**config.mk**
```make
export PLATFORM = sky130hd
export DESIGN_NAME = dram_ctrl
export DESIGN_NICKNAME = d
export VERILOG_FILES = /design/src/rtl/dram_ctrl_pkg.sv /design/src/rtl/dram_refresh_tmr.sv /design/src/rtl/dram_wake_tmr.sv /design/src/rtl/dram_seq.sv /design/src/rtl/dram_ctrl.sv
export SDC_FILE = /design/constraint.sdc
export NUM_CORES = 1
export LEC_CHECK = 0
export ABC_AREA = 1
export BUFFER_PORTS_ARGS = -buffer_cell sky130_fd_sc_hd__clkbuf_2
export CAP_MARGIN = 20
export CORE_ASPECT_RATIO = 2
export CORE_MARGIN = 2
export CORE_UTILIZATION = 44
export DETAILED_ROUTE_END_ITERATION = 8
export PLACE_DENSITY = 0.71
export SYNTH_ARGS = -nofsm -noshare
export SYNTH_HDL_FRONTEND = slang
export SYNTH_SLANG_ARGS = --single-unit
```
**constraint.sdc**
```tcl
create_clock -name clk_i -period 2.4 [get_ports clk_i]
set_input_delay 0.36 -clock clk_i [delete_from_list [all_inputs] [get_ports clk_i]]
set_output_delay 0.36 -clock clk_i [all_outputs]
set_load 0.01 [all_outputs]
```
**src/rtl/dram_ctrl_pkg.sv**
```systemverilog
package dram_ctrl_pkg;
  typedef enum logic [2:0] {
    S_PAUSE,
    S_IDLE,
    S_RONLY,
    S_RCD,
    S_CAS,
    S_PRE
  } seq_state_e;
endpackage

```
**src/rtl/dram_refresh_tmr.sv**
```systemverilog
module dram_refresh_tmr #(
  parameter int REF_INTERVAL_CYC = 780
) (
  input  logic clk_i,
  input  logic rst_ni,
  input  logic ref_taken_i,
  output logic ref_pend_o
);
  localparam int CW = $clog2(REF_INTERVAL_CYC + 1);

  logic [CW-1:0] cnt_q;
  logic          tick;

  assign tick = (cnt_q == CW'(REF_INTERVAL_CYC - 1));

  always_ff @(posedge clk_i or negedge rst_ni) begin
    if (!rst_ni) begin
      cnt_q      <= '0;
      ref_pend_o <= 1'b0;
    end else begin
      cnt_q <= tick ? '0 : cnt_q + 1'b1;
      // a new tick outranks the clear so no interval is lost
      if (tick)             ref_pend_o <= 1'b1;
      else if (ref_taken_i) ref_pend_o <= 1'b0;
    end
  end


  ref_set_chk: assert property (@(posedge clk_i) disable iff (!rst_ni)
    tick |=> ref_pend_o);
endmodule

```
**src/rtl/dram_wake_tmr.sv**
```systemverilog
module dram_wake_tmr #(
  parameter int IDLE_LIMIT_CYC = 100000,
  parameter int WAKE_CYCLES    = 8
) (
  input  logic clk_i,
  input  logic rst_ni,
  input  logic hold_i,
  input  logic ras_low_i,
  input  logic dummy_taken_i,
  output logic wake_pend_o
);
  localparam int IW = $clog2(IDLE_LIMIT_CYC + 1);
  localparam int WW = $clog2(WAKE_CYCLES + 1);

  logic [IW-1:0] idle_q;
  logic [WW-1:0] wake_q;
  logic          idle_hit;

  assign idle_hit = !hold_i && !ras_low_i && (idle_q == IW'(IDLE_LIMIT_CYC - 1));

  always_ff @(posedge clk_i or negedge rst_ni) begin
    if (!rst_ni) begin
      idle_q <= '0;
      wake_q <= WW'(WAKE_CYCLES);
    end else begin
      if (hold_i || ras_low_i || idle_hit) idle_q <= '0;
      else                                 idle_q <= idle_q + 1'b1;
      if (idle_hit)           wake_q <= WW'(WAKE_CYCLES);
      else if (dummy_taken_i) wake_q <= wake_q - 1'b1;
    end
  end

  assign wake_pend_o = (wake_q != '0);


  rewake_chk: assert property (@(posedge clk_i) disable iff (!rst_ni)
    idle_hit |=> wake_pend_o);
endmodule

```
**src/rtl/dram_seq.sv**
```systemverilog
module dram_seq
  import dram_ctrl_pkg::*;
#(
  parameter int ROW_W          = 8,
  parameter int DATA_W         = 4,
  parameter int INIT_PAUSE_CYC = 25000,
  parameter int T_RAS_CYC      = 6,
  parameter int T_RP_CYC       = 5,
  parameter int T_RCD_CYC      = 2,
  parameter int T_CAS_CYC      = 3
) (
  input  logic                clk_i,
  input  logic                rst_ni,
  input  logic                req_valid_i,
  output logic                req_ready_o,
  input  logic [2*ROW_W-1:0]  req_addr_i,
  input  logic                req_we_i,
  input  logic [DATA_W-1:0]   req_wdata_i,
  output logic                rsp_valid_o,
  output logic [DATA_W-1:0]   rsp_rdata_o,
  input  logic                wake_pend_i,
  input  logic                ref_pend_i,
  output logic                dummy_taken_o,
  output logic                ref_taken_o,
  output logic                in_pause_o,
  output logic                ras_low_o,
  output logic                ras_n_o,
  output logic                cas_n_o,
  output logic                we_n_o,
  output logic                oe_n_o,
  output logic [ROW_W-1:0]    addr_o,
  output logic [DATA_W-1:0]   dq_o,
  output logic                dq_oe_o,
  input  logic [DATA_W-1:0]   dq_i
);
  localparam int ADDR_W  = 2 * ROW_W;
  // column phase stretched so the row-low time is met
  localparam int CAS_LEN = (T_CAS_CYC > T_RAS_CYC - T_RCD_CYC) ? T_CAS_CYC
                                                               : T_RAS_CYC - T_RCD_CYC;
  localparam int CNT_W   = $clog2(INIT_PAUSE_CYC + T_RAS_CYC + T_RP_CYC
                                  + T_RCD_CYC + CAS_LEN + 1);

  seq_state_e        state_q, state_d;
  logic [CNT_W-1:0]  cnt_q, lim;
  logic              last, idle, accept, start_ronly, host_act;
  logic [ROW_W-1:0]  row_q, col_q, ref_row_q;
  logic              wr_q;
  logic [DATA_W-1:0] wdata_q;

  assign idle          = (state_q == S_IDLE);
  assign dummy_taken_o = idle && wake_pend_i;
  assign ref_taken_o   = idle && !wake_pend_i && ref_pend_i;
  assign start_ronly   = dummy_taken_o || ref_taken_o;
  assign req_ready_o   = idle && !wake_pend_i && !ref_pend_i;
  assign accept        = req_ready_o && req_valid_i;

  always_comb begin
    case (state_q)
      S_PAUSE: lim = CNT_W'(INIT_PAUSE_CYC - 1);
      S_RONLY: lim = CNT_W'(T_RAS_CYC - 1);
      S_RCD:   lim = CNT_W'(T_RCD_CYC - 1);
      S_CAS:   lim = CNT_W'(CAS_LEN - 1);
      S_PRE:   lim = CNT_W'(T_RP_CYC - 1);
      default: lim = '0;
    endcase
  end
  assign last = (cnt_q == lim);

  always_comb begin
    state_d = state_q;
    case (state_q)
      S_PAUSE: if (last) state_d = S_IDLE;
      S_IDLE: begin
        if (start_ronly) state_d = S_RONLY;
        else if (accept) state_d = S_RCD;
      end
      S_RONLY: if (last) state_d = S_PRE;
      S_RCD:   if (last) state_d = S_CAS;
      S_CAS:   if (last) state_d = S_PRE;
      S_PRE:   if (last) state_d = S_IDLE;
      default: state_d = S_IDLE;
    endcase
  end

  always_ff @(posedge clk_i or negedge rst_ni) begin
    if (!rst_ni) begin
      state_q     <= S_PAUSE;
      cnt_q       <= '0;
      row_q       <= '0;
      col_q       <= '0;
      wr_q        <= 1'b0;
      wdata_q     <= '0;
      ref_row_q   <= '0;
      rsp_valid_o <= 1'b0;
      rsp_rdata_o <= '0;
    end else begin
      state_q <= state_d;
      cnt_q   <= (state_d != state_q || state_q == S_IDLE) ? '0 : cnt_q + 1'b1;
      if (accept) begin
        row_q   <= req_addr_i[ADDR_W-1:ROW_W];
        col_q   <= req_addr_i[ROW_W-1:0];
        wr_q    <= req_we_i;
        wdata_q <= req_wdata_i;
      end
      if (state_q == S_RONLY && last) ref_row_q <= ref_row_q + 1'b1;
      rsp_valid_o <= (state_q == S_CAS) && last && !wr_q;
      if ((state_q == S_CAS) && last && !wr_q) rsp_rdata_o <= dq_i;
    end
  end

  assign in_pause_o = (state_q == S_PAUSE);
  assign ras_low_o  = (state_q == S_RONLY) || (state_q == S_RCD) || (state_q == S_CAS);
  assign host_act   = (state_q == S_RCD) || (state_q == S_CAS);
  assign ras_n_o    = !ras_low_o;
  assign cas_n_o    = !(state_q == S_CAS);
  assign we_n_o     = !(host_act && wr_q);
  assign oe_n_o     = !(host_act && !wr_q);
  assign dq_oe_o    = host_act && wr_q;
  assign dq_o       = wdata_q;

  always_comb begin
    case (state_q)
      S_RONLY: addr_o = ref_row_q;
      S_RCD:   addr_o = row_q;
      S_CAS:   addr_o = col_q;
      default: addr_o = '0;
    endcase
  end


  cas_after_ras_chk: assert property (@(posedge clk_i) disable iff (!rst_ni)
    $fell(cas_n_o) |-> !$past(ras_n_o));

  early_write_chk: assert property (@(posedge clk_i) disable iff (!rst_ni)
    ($fell(cas_n_o) && !we_n_o) |-> !$past(we_n_o));

  single_txn_chk: assert property (@(posedge clk_i) disable iff (!rst_ni)
    (req_valid_i && req_ready_o) |=> !req_ready_o);

  rsp_after_cas_chk: assert property (@(posedge clk_i) disable iff (!rst_ni)
    rsp_valid_o |-> (!$past(cas_n_o) && cas_n_o));
endmodule

```
**src/rtl/dram_ctrl.sv**
```systemverilog
module dram_ctrl #(
  parameter int ROW_W            = 8,
  parameter int DATA_W           = 4,
  parameter int INIT_PAUSE_CYC   = 25000,
  parameter int WAKE_CYCLES      = 8,
  parameter int IDLE_LIMIT_CYC   = 100000,
  parameter int REF_INTERVAL_CYC = 780,
  parameter int T_RAS_CYC        = 6,
  parameter int T_RP_CYC         = 5,
  parameter int T_RCD_CYC        = 2,
  parameter int T_CAS_CYC        = 3
) (
  input  logic                clk_i,
  input  logic                rst_ni,
  input  logic                req_valid_i,
  output logic                req_ready_o,
  input  logic [2*ROW_W-1:0]  req_addr_i,
  input  logic                req_we_i,
  input  logic [DATA_W-1:0]   req_wdata_i,
  output logic                rsp_valid_o,
  output logic [DATA_W-1:0]   rsp_rdata_o,
  output logic                dram_ras_n_o,
  output logic                dram_cas_n_o,
  output logic                dram_we_n_o,
  output logic                dram_oe_n_o,
  output logic [ROW_W-1:0]    dram_addr_o,
  output logic [DATA_W-1:0]   dram_dq_o,
  output logic                dram_dq_oe_o,
  input  logic [DATA_W-1:0]   dram_dq_i
);
  logic ref_pend, ref_taken, wake_pend, dummy_taken, in_pause, ras_low;

  dram_refresh_tmr #(
    .REF_INTERVAL_CYC(REF_INTERVAL_CYC)
  ) i_refresh_tmr (
    .clk_i       (clk_i),
    .rst_ni      (rst_ni),
    .ref_taken_i (ref_taken),
    .ref_pend_o  (ref_pend)
  );

  dram_wake_tmr #(
    .IDLE_LIMIT_CYC(IDLE_LIMIT_CYC),
    .WAKE_CYCLES   (WAKE_CYCLES)
  ) i_wake_tmr (
    .clk_i         (clk_i),
    .rst_ni        (rst_ni),
    .hold_i        (in_pause),
    .ras_low_i     (ras_low),
    .dummy_taken_i (dummy_taken),
    .wake_pend_o   (wake_pend)
  );

  dram_seq #(
    .ROW_W         (ROW_W),
    .DATA_W        (DATA_W),
    .INIT_PAUSE_CYC(INIT_PAUSE_CYC),
    .T_RAS_CYC     (T_RAS_CYC),
    .T_RP_CYC      (T_RP_CYC),
    .T_RCD_CYC     (T_RCD_CYC),
    .T_CAS_CYC     (T_CAS_CYC)
  ) i_seq (
    .clk_i         (clk_i),
    .rst_ni        (rst_ni),
    .req_valid_i   (req_valid_i),
    .req_ready_o   (req_ready_o),
    .req_addr_i    (req_addr_i),
    .req_we_i      (req_we_i),
    .req_wdata_i   (req_wdata_i),
    .rsp_valid_o   (rsp_valid_o),
    .rsp_rdata_o   (rsp_rdata_o),
    .wake_pend_i   (wake_pend),
    .ref_pend_i    (ref_pend),
    .dummy_taken_o (dummy_taken),
    .ref_taken_o   (ref_taken),
    .in_pause_o    (in_pause),
    .ras_low_o     (ras_low),
    .ras_n_o       (dram_ras_n_o),
    .cas_n_o       (dram_cas_n_o),
    .we_n_o        (dram_we_n_o),
    .oe_n_o        (dram_oe_n_o),
    .addr_o        (dram_addr_o),
    .dq_o          (dram_dq_o),
    .dq_oe_o       (dram_dq_oe_o),
    .dq_i          (dram_dq_i)
  );
endmodule

```
After elaboration in Yosys (flattened, before gate mapping) --
Index checks and enable logic that the tools add are counted.
Storage, ports and cells: output and inout bits 23, register bits 84, input port bits 28
Operators by class: add/sub/neg operators 5, equality and inequality tests 9, mux-type cells 15, reduce and logical (&&, ||, !) cells 33
Operators by type and width (number):
- case mux 15 bit (5 select lines) | 1
- case mux 8 bit (3 select lines) | 1
- adder 17 x 1 -> 17 bit, second input constant | 1
- == test 17 bit, second input constant | 1
- 2-to-1 mux 17 bit | 1
- adder 15 x 1 -> 15 bit, second input constant | 1
- == test 15 bit | 1
- 2-to-1 mux 15 bit | 1
- 2-to-1 mux 3 bit | 5
- logical AND 1 bit | 12
- case mux 3 bit (4 select lines) | 1
- adder 10 x 1 -> 10 bit, second input constant | 1
- == test 10 bit, second input constant | 1
- 2-to-1 mux 10 bit | 1
- adder 8 x 1 -> 8 bit, second input constant | 1
- logical NOT 1 bit | 8
- 2-to-1 mux 4 bit | 2
- logical OR 1 bit | 7
- == test 3 x 2 -> 1 bit, second input constant | 2
- == test 3 bit, second input constant | 2
- nonzero test 2 bit | 2
- nonzero test 4 bit | 1
- OR reduction 2 bit | 2
- subtractor 4 x 1 -> 4 bit, second input constant | 1
- 4 further kinds | 5

Logic depth before layout (Yosys ltp) --
Gate-level depths: netlist of run 1.
depth after elaboration 11, mapped depth 15

By module --
Synthesis of run 1 repeated with hierarchy kept, for this count alone.
Second synthesis, totals: cells, all modules 522, area total of the unflattened synthesis 4488.1 um^2
Modules (own cells, without submodules):
- dram_seq | sequential area each 1301.2 um^2, area an instance 2771.4 um^2, cells an instance 310, times used 1
- dram_wake_tmr | sequential area each 526.8 um^2, area an instance 1172.4 um^2, cells an instance 146, times used 1
- dram_refresh_tmr | sequential area each 275.3 um^2, area an instance 544.3 um^2, cells an instance 66, times used 1

Least setup slack after synthesis of run 1 --
No wires, ideal clock.
path kind reg-to-output, from reg i_seq.state_q[0], to out dram_we_n_o, slack 649 ps, required time 2040 ps, buffers on the path 0, arrival 1391 ps, cell stages (with the launch flop) 8, cells stage by stage dfrtp_1 > inv_2 > nor2_1 > inv_1 > nor2_1 > nor2_1 > nor2_1 > inv_1
On the way: longest elaborated chain between the ends 4, elaborated cells between the ends (all ways) 5, those cells by class eq/ne (2); reduce/logical (3)
Ends and longest elaborated chain:
- from (decl) | line dram_seq.sv:43 | seq_state_e state_q, state_d;
- from (signal assigned) | line dram_seq.sv:97 | state_q <= state_d;
- == test 3 x 2 -> 1 bit / == test 3 bit (equally long branches) | line dram_seq.sv:113 | assign host_act = (state_q == S_RCD) || (state_q == S_CAS);
- logical OR 1 bit * | line dram_seq.sv:113
- logical AND 1 bit *
- via dram_dq_oe_o | line dram_ctrl.sv:28 | output logic dram_dq_oe_o,
- logical NOT 1 bit * | line dram_seq.sv:116 | assign we_n_o = !(host_act && wr_q);
- to (decl) | line dram_ctrl.sv:24 | output logic dram_we_n_o,
The timed path passes the listed nets; every way through them passes the cells marked *.

Worst setup path in the final report of run 1 --
from reg i_seq.state_q[1], to out dram_we_n_o
On the way: longest elaborated chain between the ends 4, elaborated cells between the ends (all ways) 5, those cells by class eq/ne (2); reduce/logical (3)
Ends and longest elaborated chain (line):
- == test 3 x 2 -> 1 bit / == test 3 bit (equally long branches) | dram_seq.sv:113
- logical OR 1 bit * | dram_seq.sv:113
- logical AND 1 bit * | dram_seq.sv:116
- logical NOT 1 bit * | dram_seq.sv:116
Every way passes the cells marked *; elsewhere a longest branch is shown, timed or not.

==> flow_summary.toml, run 1 <==
[run_status]
status = "finished, final reports clean"

[critical_path]
critPathRequiredTime_ns = 2.04
worst_setup_path_end_kind = "output pin"
worstPathArrival_ns = 1.78
crit_path_start_kind = "register"
critPathKind = "reg2out"
reg2reg_to = "i_seq.cnt_q[2]"
reg2reg_from = "i_seq.state_q[1]"
path_max_fanout = 10
crit_path_start = "i_seq.state_q[1]"
crit_end = "dram_we_n_o"
reg2reg_depth = 13
reg2reg_slack_ns = 0.36

[job]
drv_cap = 0

[cts]
cts_buffer_depth = 2
hold_buffers = 0
worst_skew_pair.late_latency_ns = 0.34
cts_buffers = 9
htree_levels = 3
path_clk_slew_ns = 0.06
clkSinkCount = 84
tritoncts = "yes"
post_cts_resized = 0
clockRootBuffer = "clkbuf_16"
post-cts-setup-buffers = 0

[grt]
antenna_found_initial = 0
grt_remaining_overflow = 0
groute.usage.overall = 0.1846
grt_pass1_vias = 3358
grt_max_degree = 44
grt_pass1_wl_microns = 14880

[yosys]
synthFlopType = "dfrtp_1"
synth_top_family_by_area = "simple AND/OR/NAND/NOR gates"
synth_top_cells_by_area = "dfrtp_1, nand2_1, mux2_2, nor2_1, inv_1"
netlist_instances = 470
synth_compound_area_frac = 0.03683
yosys.area.top_type_share = 0.4970
synthArstFlopShare = 1.000
synth-edff-count = 0
synthSimpleGateAreaFrac = 0.2587
synth_mux_area_frac = 0.05928
synth-xor-area-share = 0.06287
synth.most_common_cell = "nand2_1"
synth_common_cells = "nand2_1, dfrtp_1, nor2_1"
synth-seq-area-share = 0.5033
syn-num-nets = 503
yosysUniqueCellTypes = 37
synth_top_area_cell = "dfrtp_1"
synth_area_sq_um = 4179
ys_ff_latch = 84
synth_area_per_cell_sq_um = 8.892
synth_fa_ha_area_frac = 0.01497
synth_warnings = 0

[route]
route.detailed.drc = 0
vias_per_cell = 5.092
wl_microns = 8563
post_drt_wl_per_cell_microns = 13.36
vias = 3264
postRouteAntennaNets = 0
first_pass_iters = 6
dr.first_iter.drc_count = 220

[timing]
fin_crit_sh = 0.8936
worst_slack_ns = 0.2553
fin_worst_skew_ns = 0.008098
period_needed_ns = 2.145
drv_slew = 0
rsz0062_at_grt = "false"
setup_viol = 0
fin_setup_tns_ns = 0
fmax_ghz = 0.4663
tightest_slew_ns = 0.5471
hold_viol = 0
max_slew_margin = 0.6353

[place]
io_buffers = 50
place_area_sq_um = 4583
dp_slack_ns = 0.2787
dp_hpwl_microns = 6413
routabilityCongestion = 0.8834

[min_path]
hold_path.class = "in2async"

[die]
chipHeight_microns = 141.8
num_rows = 50
dieArea_sq_um = 10340
start_util = 0.4483
die_w_microns = 72.91
ios = 51
core_area_sq_um = 9321

[power_and_ir_drop]
p_leak_nw = 2.434
ir_worst_vdd_uv = 467.0
powerDensity_nw_per_um2 = 564.8

[layout]
diodes = 0
syn_to_final_growth_pct = 16.68
drive_gt1_frac = 0.2272
nets = 565
final_cell_area_sq_um = 4876
[layout make-up]
| type | count | area [sq um] |
|---|---|---|
| Fill cell | 829 | 4446 |
| Clock buffer | 11 | 242.7 |
| Multi-Input combinational cell | 320 | 1821 |
| Clock inverter | 5 | 37.54 |
| Tap cell | 104 | 130.1 |
| Sequential cell | 84 | 2103 |
| Inverter | 61 | 231.5 |
| Timing Repair Buffer | 56 | 310.3 |
[cell usage in the layout (no fill, tap or decap), types with 3 or more instances in the layout]
cell type,count
o21ai_0,9
nand3b_1,3
xnor2_1,7
xor2_1,23
mux2_2,22
dfrtp_1,83
nor3_1,13
a21oi_1,8
inv_1,58
nand3_1,36
buf_4,6
clkbuf_2,49
clkinvlp_4,5
nor2_2,12
nor2_1,59
nand4_1,4
nor4_1,3
nand2_1,92
nor3b_1,4
nand2_2,5
ha_1,5
clkbuf_16,9
[routing by layer]
| layer | wire length [microns] | up-vias | global-route usage |
|---|---|---|---|
| met1 | 3129 | 1577 | 0.1969 |
| li1 | - | 1620 | - |
| met4 | 219 | 0 | 0.08285 |
| met5 | 0 | - | 0 |
| met2 | 5003 | 48 | 0.3421 |
| met3 | 210 | 19 | 0.03125 |
[cells by family after synthesis]
logic type               Yosys count
multiplexers                      22
XOR/XNOR                          30
adder cells (fa/ha/maj)            5
AO/OA/AOI/OAI                     25
AND/OR/NAND/NOR                  238
flip-flops                        84
buffers and inverters             66
[power by group]
group / total, W / internal [W] / leakage [nW] / switching [W]
clock network: 0.00129 / 0.000729 / 0.120 / 0.000557
logic: 0.0000524 / 0.0000194 / 1.20 / 0.0000330
registers: 0.00142 / 0.00142 / 1.12 / 0
total: 0.00275 / 0.00216 / 2.43 / 0.000590
[how the worst min path moves through the flow]
stage	from	end	slack [ns]	cells after the start
final	rst_ni	i_seq.cnt_q[11]	0.02	1
after floorplan	rst_ni	i_refresh_tmr.cnt_q[0]	0.06	0
after CTS	rst_ni	i_seq.cnt_q[12]	0.03	1
after global placement	rst_ni	i_refresh_tmr.cnt_q[5]	0.38	1
after detailed placement	rst_ni	i_refresh_tmr.cnt_q[6]	0.39	1
after global routing	rst_ni	i_refresh_tmr.cnt_q[7]	0.06	1
[stage by stage]
stage,total power (W),instances,hold WS [ns],util
after floorplan,0.001443,470,0.06441,-
final,0.002754,641,0.01764,0.5231
after detailed placement,0.001497,625,0.3875,0.4917
after global routing,0.002843,641,0.06067,0.5231
after global placement,0.001496,625,0.3785,0.4917
after CTS,0.002783,641,0.02585,0.5217
[worst max-delay path: stages (launching register included)]
cell	delay (ns)
dfrtp_1	0.48
inv_4	0.12
nand2_1	0.13
nor2_4	0.28
nor2_1	0.12
nor2_1	0.15
inv_1	0.05
clkbuf_2	0.12
[registers in the layout, summed over array words and instances (netlist names), 3 cells and up]
name                 count
i_refresh_tmr.cnt_q     10
i_seq.cnt_q             15
i_seq.col_q              8
i_seq.dq_o               4
i_seq.ref_row_q          8
i_seq.row_q              8
i_seq.rsp_rdata_o        4
i_seq.state_q            3
i_wake_tmr.idle_q       17
i_wake_tmr.wake_q        4
(Power assumes the default switching activity.)
==> inputs of run 2 (changes only) <==
- CORE_MARGIN: 2 -> 10
- PLACE_DENSITY: 0.71 -> 0.68
- clock period: 2.4 -> 1.9 ns (I/O delays scaled with it)
==> flow_summary.toml, run 2 (synthesized netlist as in run 1, its figures left out) <==
[die]
chipHeight_microns = 157.8
start_util = 0.4483
core_area_sq_um = 9321
ios = 51
dieArea_sq_um = 14030
die_w_microns = 88.91
num_rows = 50

[grt]
grt_pass1_wl_microns = 15210
grt_pass1_vias = 3607
grt_max_degree = 85
groute.usage.overall = 0.1381
antenna_found_initial = 0
grt_remaining_overflow = 0

[timing]
hold_viol = 0
setup_viol = 7
period_needed_ns = 1.946
fin_setup_tns_ns = -0.1534
fmax_ghz = 0.5138
fin_crit_sh = 1.024
rsz0062_at_grt = "true"
drv_slew = 0
worst_slack_ns = -0.04615
tightest_slew_ns = 0.4762
max_slew_margin = 0.6825
fin_worst_skew_ns = 0.006627

[critical_path]
reg2reg_depth = 12
critPathBufInv = 5
worstPathArrival_ns = 1.66
crit_top_cell = "nor2_4"
max_stage_delay_ns = 0.44
critPathRequiredTime_ns = 1.62
reg2reg_from = "i_seq.state_q[1]"
reg2reg_to = "i_seq.cnt_q[7]"
crit_path_start_kind = "register"
critPathKind = "reg2out"
slowest_stage = "dfrtp_2"
path_max_fanout = 5
critical_path.top_delay_family = "buffers and inverters"
crit_chain = "inv_4, nor2_4, inv_2, nor2_4, buf_6, buf_4, nand2_1, nand3_1, clkbuf_2"
reg2reg_slack_ns = 0
worst_setup_path_end_kind = "output pin"

[place]
io_buffers = 50
dp_hpwl_microns = 6687
routabilityCongestion = 0.8931
dp_slack_ns = -0.05566

[cts]
path_clk_slew_ns = 0.06
tritoncts = "yes"
cts_buffers = 9
clockRootBuffer = "clkbuf_16"
worst_skew_pair.late_latency_ns = 0.34
cts_buffer_depth = 2
clkSinkCount = 84
htree_levels = 3

[power_and_ir_drop]
ir_worst_vdd_uv = 653.5
power_w = 0.003730
powerDensity_nw_per_um2 = 702.5
p_leak_nw = 2.669

[layout]
final_core_util = 0.5697
diodes = 0
largest_reg_flops = 17
drive_gt1_frac = 0.3185
final_cell_mix = "nand2_1, dfrtp_1, inv_1"
layout_commonest_cell = "nand2_1"
syn_to_final_growth_pct = 27.07
nets = 590
regMostFlops = "i_wake_tmr.idle_q"
top_regs = "i_wake_tmr.idle_q (17), i_seq.cnt_q (15), i_refresh_tmr.cnt_q (10)"
fillCellCount = 786

[route]
wl_microns = 9452
first_pass_iters = 4
post_drt_wl_per_cell_microns = 14.19
postRouteAntennaNets = 0
vias_per_cell = 5.089
route.detailed.drc = 0
dr.first_iter.drc_count = 125
vias = 3389

[min_path]
hold_path.class = "in2reg"
min_to = "i_seq.rsp_rdata_o[3]"
hold_depth = 3
holdCritStartpoint = "dram_dq_i[3]"

[run_status]
violations = "setup timing"
status = "finished, violations left"

[job]
drv_cap = 0
[run 2: how the worst max path moves through the flow]
stage / from / to / slack, ns / depth (start not counted)
after global placement: i_wake_tmr.idle_q[0] / i_wake_tmr.idle_q[14] / -0.003 / 10
after detailed placement: i_wake_tmr.idle_q[0] / i_wake_tmr.idle_q[14] / -0.06 / 10
after floorplan: i_seq.state_q[1] / i_seq.cnt_q[10] / 0.17 / 14
final: i_seq.state_q[0] / dram_addr_o[0] / -0.05 / 9
after global routing: i_seq.state_q[0] / dram_addr_o[1] / -0.12 / 9
after CTS: i_wake_tmr.wake_q[0] / req_ready_o / -0.005 / 7
[run 2: cell type report]
type                       instances  area, sq um  share of cell area
inverter                          61        239.0             0.04500
clock buffer                       9        225.2             0.04241
sequential                        84         2107              0.3968
clock inverter                     7        100.1             0.01885
tap                              104        130.1             0.02451
timing repair buffer              80        540.5              0.1018
multi-input combinational        321         1968              0.3706
[run 2: what timing repair did]
| action | 4_1_cts | 5_1_grt |
|---|---|---|
| gates resized for setup | 11 | 40 |
| hold endpoints to repair | 26 | 0 |
| setup buffers | 5 | 2 |
| gates cloned | 0 | 3 |
| setup endpoints to repair | 14 | 60 |
| hold buffers | 1 | 0 |
| pin swaps | 1 | 8 |
[run 2: stage by stage]
stage,std cells,hold WS (ns),area (sq um)
floorplan,470,-0.01059,4179
global placement,639,0.3541,4713
detailed placement,639,0.3546,4713
CTS,661,0.1544,5122
global route,666,0.1615,5310
finish,666,0.1565,5310
[run 2: metal layers]
| layer | track usage | vias up | wire length [microns] |
|---|---|---|---|
| met3 | 0.03654 | 25 | 360 |
| met2 | 0.2463 | 58 | 5436 |
| met4 | 0.09837 | 0 | 370 |
| met5 | 0 | - | 0 |
| li1 | - | 1680 | - |
| met1 | 0.1297 | 1626 | 3285 |
[run 2: worst reg2reg max path: cells and delay by family, from the launching register on]
kind | cells | cell delay [ns]
compound gates | 1 | 0.12
flops | 1 | 0.45
buf+inv | 2 | 0.32
simple gates | 9 | 0.95
[run 2: power by group]
part           internal [W]   total, W  switching [W]
Sequential          0.00179    0.00179              0
Clock               0.00116    0.00187       0.000717
Combinational     0.0000260  0.0000684      0.0000424
Total               0.00297    0.00373       0.000759
